`config.mk`:
```
export PLATFORM = sky130hd
export DESIGN_NAME = cmpt_timer
export DESIGN_NICKNAME = d
export VERILOG_FILES = /design/src/rtl/cmpt_pkg.sv /design/src/rtl/cmpt_prescale.sv /design/src/rtl/cmpt_counter.sv /design/src/rtl/cmpt_compare.sv /design/src/rtl/cmpt_timer.sv
export SDC_FILE = /design/constraint.sdc
export NUM_CORES = 1
export LEC_CHECK = 0
export CORE_ASPECT_RATIO = 2
export CORE_MARGIN = 4
export CORE_UTILIZATION = 62
export DETAILED_ROUTE_END_ITERATION = 6
export HOLD_SLACK_MARGIN = 0.06
export PLACE_DENSITY = 0.86
export SYNTH_ARGS = -nofsm -noshare
export SYNTH_HDL_FRONTEND = slang
export SYNTH_SLANG_ARGS = --single-unit
export TNS_END_PERCENT = 1
```
`constraint.sdc`:
```
create_clock -name clk -period 4 [get_ports clk]
set_input_delay 0.6 -clock clk [delete_from_list [all_inputs] [get_ports clk]]
set_output_delay 0.6 -clock clk [all_outputs]
set_load 0.02 [all_outputs]
```
`src/rtl/cmpt_pkg.sv`:
```
package cmpt_pkg;
  localparam int unsigned ADDR_W      = 17;
  localparam int unsigned DATA_W      = 32;
  localparam int unsigned CNT_W       = 64;
  localparam int unsigned TGT_HI_W    = 20;
  localparam int unsigned TGT_W       = DATA_W + TGT_HI_W;
  localparam int unsigned PRESCALE    = 3;

  localparam int unsigned OFS_CNT_LO  = 'h00008;
  localparam int unsigned OFS_CNT_HI  = 'h0000C;
  localparam int unsigned OFS_TGT_LO  = 'h10020;
  localparam int unsigned OFS_TGT_HI  = 'h10024;
  localparam int unsigned OFS_CTRL    = 'h1002C;

  localparam int unsigned BIT_EN      = 0;
  localparam int unsigned BIT_GATE    = 1;
  localparam int unsigned BIT_HIT     = 2;

  typedef enum logic [2:0] {
    SEL_NONE, SEL_CNT_LO, SEL_CNT_HI, SEL_TGT_LO, SEL_TGT_HI, SEL_CTRL
  } reg_sel_e;
endpackage

```
`src/rtl/cmpt_prescale.sv`:
```
module cmpt_prescale #(
  parameter int unsigned DIV = 3
) (
  input  logic clk,
  input  logic rst,
  output logic tick
);
  generate
    if (DIV <= 1) begin : g_pass
      assign tick = 1'b1;
    end else begin : g_div
      localparam int unsigned PH_W = $clog2(DIV);
      localparam logic [PH_W-1:0] LAST = PH_W'(DIV - 1);
      logic [PH_W-1:0] phase;
      always_ff @(posedge clk) begin
        if (rst)               phase <= '0;
        else if (phase == LAST) phase <= '0;
        else                   phase <= phase + 1'b1;
      end
      assign tick = (phase == LAST);
    end
  endgenerate
endmodule

```
`src/rtl/cmpt_counter.sv`:
```
module cmpt_counter #(
  parameter int unsigned W = 64
) (
  input  logic         clk,
  input  logic         rst,
  input  logic         tick,
  output logic [W-1:0] value
);
  always_ff @(posedge clk) begin
    if (rst)       value <= '0;
    else if (tick) value <= value + 1'b1;
  end
endmodule

```
`src/rtl/cmpt_compare.sv`:
```
module cmpt_compare #(
  parameter int unsigned CNT_W  = 64,
  parameter int unsigned DATA_W = 32,
  parameter int unsigned HI_W   = 20,
  parameter int unsigned EN_B   = 0,
  parameter int unsigned GATE_B = 1
) (
  input  logic                   clk,
  input  logic                   rst,
  input  logic [CNT_W-1:0]       count,
  input  logic                   wr_lo,
  input  logic                   wr_hi,
  input  logic                   wr_ctrl,
  input  logic [DATA_W-1:0]      wdata,
  output logic [DATA_W+HI_W-1:0] target,
  output logic                   en,
  output logic                   gate,
  output logic                   hit
);
  localparam int unsigned TGT_W = DATA_W + HI_W;

  logic [DATA_W-1:0] tgt_lo;
  logic [HI_W-1:0]   tgt_hi;
  logic              en_next;
  logic              reached;

  assign target  = {tgt_hi, tgt_lo};
  assign reached = count >= CNT_W'(target);
  assign en_next = wr_ctrl ? wdata[EN_B] : en;

  always_ff @(posedge clk) begin
    if (rst) begin
      tgt_lo <= '0;
      tgt_hi <= '0;
      en     <= 1'b0;
      gate   <= 1'b0;
      hit    <= 1'b0;
    end else begin
      if (wr_lo) tgt_lo <= wdata;
      if (wr_hi) tgt_hi <= wdata[HI_W-1:0];
      if (wr_ctrl) gate <= wdata[GATE_B];
      en  <= en_next;
      hit <= en_next & (hit | (en & reached));
    end
  end

  logic unused_ok;
  assign unused_ok = ^TGT_W;
endmodule

```
`src/rtl/cmpt_timer.sv`:
```
module cmpt_timer
  import cmpt_pkg::*;
(
  input  logic              clk,
  input  logic              rst,
  input  logic [ADDR_W-1:0] bus_addr,
  input  logic              bus_wr,
  input  logic [DATA_W-1:0] bus_wdata,
  input  logic              bus_rd,
  output logic [DATA_W-1:0] bus_rdata,
  output logic              bus_rvalid,
  output logic              irq
);
  logic              tick;
  logic [CNT_W-1:0]  cnt_val;
  logic [TGT_W-1:0]  tgt_val;
  logic              ctl_en, ctl_gate, ctl_hit;
  reg_sel_e          sel;
  logic [DATA_W-1:0] rd_mux;

  always_comb begin
    unique case (bus_addr)
      ADDR_W'(OFS_CNT_LO): sel = SEL_CNT_LO;
      ADDR_W'(OFS_CNT_HI): sel = SEL_CNT_HI;
      ADDR_W'(OFS_TGT_LO): sel = SEL_TGT_LO;
      ADDR_W'(OFS_TGT_HI): sel = SEL_TGT_HI;
      ADDR_W'(OFS_CTRL):   sel = SEL_CTRL;
      default:             sel = SEL_NONE;
    endcase
  end

  cmpt_prescale #(.DIV(PRESCALE)) u_pre (
    .clk(clk), .rst(rst), .tick(tick)
  );

  cmpt_counter #(.W(CNT_W)) u_cnt (
    .clk(clk), .rst(rst), .tick(tick), .value(cnt_val)
  );

  cmpt_compare #(
    .CNT_W(CNT_W), .DATA_W(DATA_W), .HI_W(TGT_HI_W),
    .EN_B(BIT_EN), .GATE_B(BIT_GATE)
  ) u_cmp (
    .clk(clk), .rst(rst), .count(cnt_val),
    .wr_lo(bus_wr && sel == SEL_TGT_LO),
    .wr_hi(bus_wr && sel == SEL_TGT_HI),
    .wr_ctrl(bus_wr && sel == SEL_CTRL),
    .wdata(bus_wdata), .target(tgt_val),
    .en(ctl_en), .gate(ctl_gate), .hit(ctl_hit)
  );

  always_comb begin
    rd_mux = '0;
    case (sel)
      SEL_CNT_LO: rd_mux = cnt_val[DATA_W-1:0];
      SEL_CNT_HI: rd_mux = cnt_val[2*DATA_W-1:DATA_W];
      SEL_TGT_LO: rd_mux = tgt_val[DATA_W-1:0];
      SEL_TGT_HI: rd_mux = DATA_W'(tgt_val[TGT_W-1:DATA_W]);
      SEL_CTRL: begin
        rd_mux[BIT_EN]   = ctl_en;
        rd_mux[BIT_GATE] = ctl_gate;
        rd_mux[BIT_HIT]  = ctl_hit;
      end
      default: rd_mux = '0;
    endcase
  end

  always_ff @(posedge clk) begin
    if (rst) begin
      bus_rdata  <= '0;
      bus_rvalid <= 1'b0;
    end else begin
      bus_rvalid <= bus_rd;
      if (bus_rd) bus_rdata <= rd_mux;
    end
  end

  assign irq = ctl_en & ctl_hit & ctl_gate;
endmodule

```
==> impl_metrics.tcl <==
set metrics [dict create \
    grtUsageTotal 0.323 \
    synth_area_sq_um 8320 \
    antenna_found_initial 0 \
    maxSlewViolCount 0 \
    dpl_cell_area_sq_um 9260 \
    netlist-cell-type-count 55 \
    holdCritPathClass "reg -> reg" \
    worstPathCellList "clkdlybuf4s50_1 > nor4bb_1 > nand4_1 > nor2_1 > nand3_1 > nand2_1 > a21oi_1" \
    post-cts-setup-buffers 0 \
    root_buffer "clkbuf_16" \
    grt-ovfl-total 0 \
    placementRows 59 \
    grt_pass1_vias 7922 \
    viasPerCell 6.25 \
    place_ws_ns 0.692 \
    ys_ff_latch 154 \
    ctsHoldBuffers 0 \
    rr_worst_depth 7 \
    dp_hpwl_mm 17.1 \
    post_drt_wl_per_cell_um 18.9 \
    fin_util 0.751 \
    dr.first_iter.drc_count 698 \
    post_cts_resized 0 \
    synth_top_area_cell "dfxtp_1" \
    critPathRequiredTime_ns 4.28 \
    area_growth_pct 17.9 \
    max_slew_margin 0.119 \
    hold_viol 0 \
    grt_max_degree 73 \
    end_kind "register" \
    hold_ws_ns 0.421 \
    place_congestion 0.898 \
    peakVddDrop_mv 0.312 \
    worstReg2RegEnd "u_cnt.value[62]" \
    worst_pin_slew_ns 1.31 \
    htree_levels 4 \
    setup_viol 0 \
    crit_end "u_cmp.tgt_hi[13]" \
    clkSinkCount 154 \
    design_area_sq_um 9810 \
    reg2reg_slack_ns 1.28 \
    synthFlopType "dfxtp_1" \
    die_w_um 89.9 \
    drv_cap 0 \
    antennaDiodeCount 0 \
    worst_slack_ns 1.01 \
    finalPower_mw 3.26 \
    die_area_sq_um 15500 \
    cp.arrival_ns 3.27 \
    wl_mm 24.4 \
    period_minus_slack_ns 2.99 \
    startpoint_type "primary input" \
    synth_top_area_frac 0.370 \
    worst_clock_skew_ns 0.00825 \
    status "finished, final reports clean" \
    drc 0 \
    syn_nets 1168 \
    core_sq_um 13100 \
    grt_pass1_wl_mm 39.7 \
    rsz0062_at_grt "false" \
    clk_pin_slew_ns 0.06 \
    synth_edf_count 0 \
    rr_startpoint "u_cnt.value[26]" \
    slowest_delay_ns 0.79 \
    p_per_area_nw_per_um2 333 \
    layout_common_cells "nand2_1 (166), dfxtp_1 (154), nor2_1 (113)" \
    synthTopCellsByArea "dfxtp_1 (37%), ha_1 (8.1%), nand2_1 (7.5%), a21oi_1 (6.1%), nor2_1 (5.1%)" \
    timing.final.crit_share 0.749 \
    postRouteAntennaNets 0 \
    leakagePower_nw 3.34 \
    syn_area_per_cell_sq_um 7.85 \
    fin_nets 1229 \
    initial_core_util 0.637 \
    async_flop_share 0 \
    whs_path_depth 1 \
    tns_ns 0 \
    cts_tree "built" \
    slowest_stage "nand3_1" \
    fmax_mhz 334 \
    drive_gt1_frac 0.0687 \
    final_common_cell "nand2_1" \
    synth_cells 1061 \
    port_buffers 86 \
    first_pass_iters 6 \
    cp_max_fo 20 \
    numCtsBuffers 17 \
    fin_cells 1287 \
    crit_family "simple AND/OR/NAND/NOR gates" \
    cts_buffer_depth 2 \
    ys_warn_count 0 \
    worst-path-stages 7 \
    vias 8043 \
    clkLatencyLatePin_ns 0.43 \
    ios 87 \
    placed_cells 1255 \
    critPathBufInv 1 \
    fp.dieH_um 172 \
    critical_path_class "in -> reg" \
    yosysSeqAreaShare 0.370 \
    critPathLaunch "bus_addr[16]" \
]
## logic make-up (layout without fill, tap and decap cells)
| kind of cell | after synthesis | in the layout | share of synthesized area |
|---|---|---|---|
| AOI/OAI and AO/OA | 217 | 217 | 0.162 |
| xor gates and xnor gates | 51 | 51 | 0.0537 |
| adders and majority gates | 54 | 54 | 0.0812 |
| buffers and inverters | 133 | 207 | 0.0606 |
| DFF | 154 | 154 | 0.370 |
| muxes | 21 | 21 | 0.0257 |
| and+or+nand+nor | 431 | 431 | 0.247 |
## synthesized netlist by cell type, types with 2 or more instances
cell type	count
a222oi_1	3
o21ai_0	37
mux2i_1	18
buf_2	4
nand3_1	25
nand4_2	4
nor4_1	24
a211oi_1	35
nand4_1	22
nor2_1	113
or3_1	11
nand2_1	166
a21oi_1	102
clkbuf_1	55
dfxtp_1	154
ha_1	54
nor3b_1	2
and3_1	6
nor4b_1	3
and4_1	5
mux2_2	3
inv_1	73
xnor2_1	36
nand2b_1	16
and2_1	5
nor3_1	15
or4_1	2
nor2b_1	2
o221a_2	12
o21a_1	3
o211a_1	2
xor2_1	15
a22oi_1	12
## state kept, by name (all words and copies together), names as in the netlist
signal	flops
bus_rdata	32
bus_rvalid	1
u_cmp.en	1
u_cmp.gate	1
u_cmp.hit	1
u_cmp.tgt_hi	20
u_cmp.tgt_lo	32
u_cnt.value	64
u_pre.g_div.phase	2
## worst min path at each step
stage	startpoint	endpoint	slack, ns
finish	u_pre.g_div.phase[0]	u_pre.g_div.phase[0]	0.42
global route	u_pre.g_div.phase[0]	u_pre.g_div.phase[0]	0.46
CTS	u_pre.g_div.phase[0]	u_pre.g_div.phase[0]	0.43
detailed placement	u_pre.g_div.phase[0]	u_pre.g_div.phase[0]	0.42
global placement	u_pre.g_div.phase[0]	u_pre.g_div.phase[0]	0.40
floorplan	u_pre.g_div.phase[0]	u_pre.g_div.phase[0]	0.40
## per-layer routing
metal | wire [um] | vias to the layer above | track usage
met5 | 0 | - | 0
met4 | 2060 | 0 | 0.249
met3 | 1600 | 137 | 0.0662
met2 | 12500 | 406 | 0.585
met1 | 8250 | 3688 | 0.323
li1 | - | 3812 | -
## cell type report
cell class                      count  area (sq um)
Multi-Input combinational cell    774          4740
Sequential cell                   154          3080
Inverter                           73           274
Clock buffer                       18           439
Fill cell                         939          3250
Clock inverter                     14           114
Tap cell                          152           190
Timing Repair Buffer              102           968
## power breakdown
group          internal [mW]  leakage [nW]  switching [mW]  total, mW
clock                  0.824         0.266           0.691       1.51
sequential              1.55          1.24          0.0116       1.56
combinational         0.0896          1.83          0.0976      0.187
total                   2.46          3.34           0.800       3.26
Note: power is estimated with default switching activity, not from simulation.
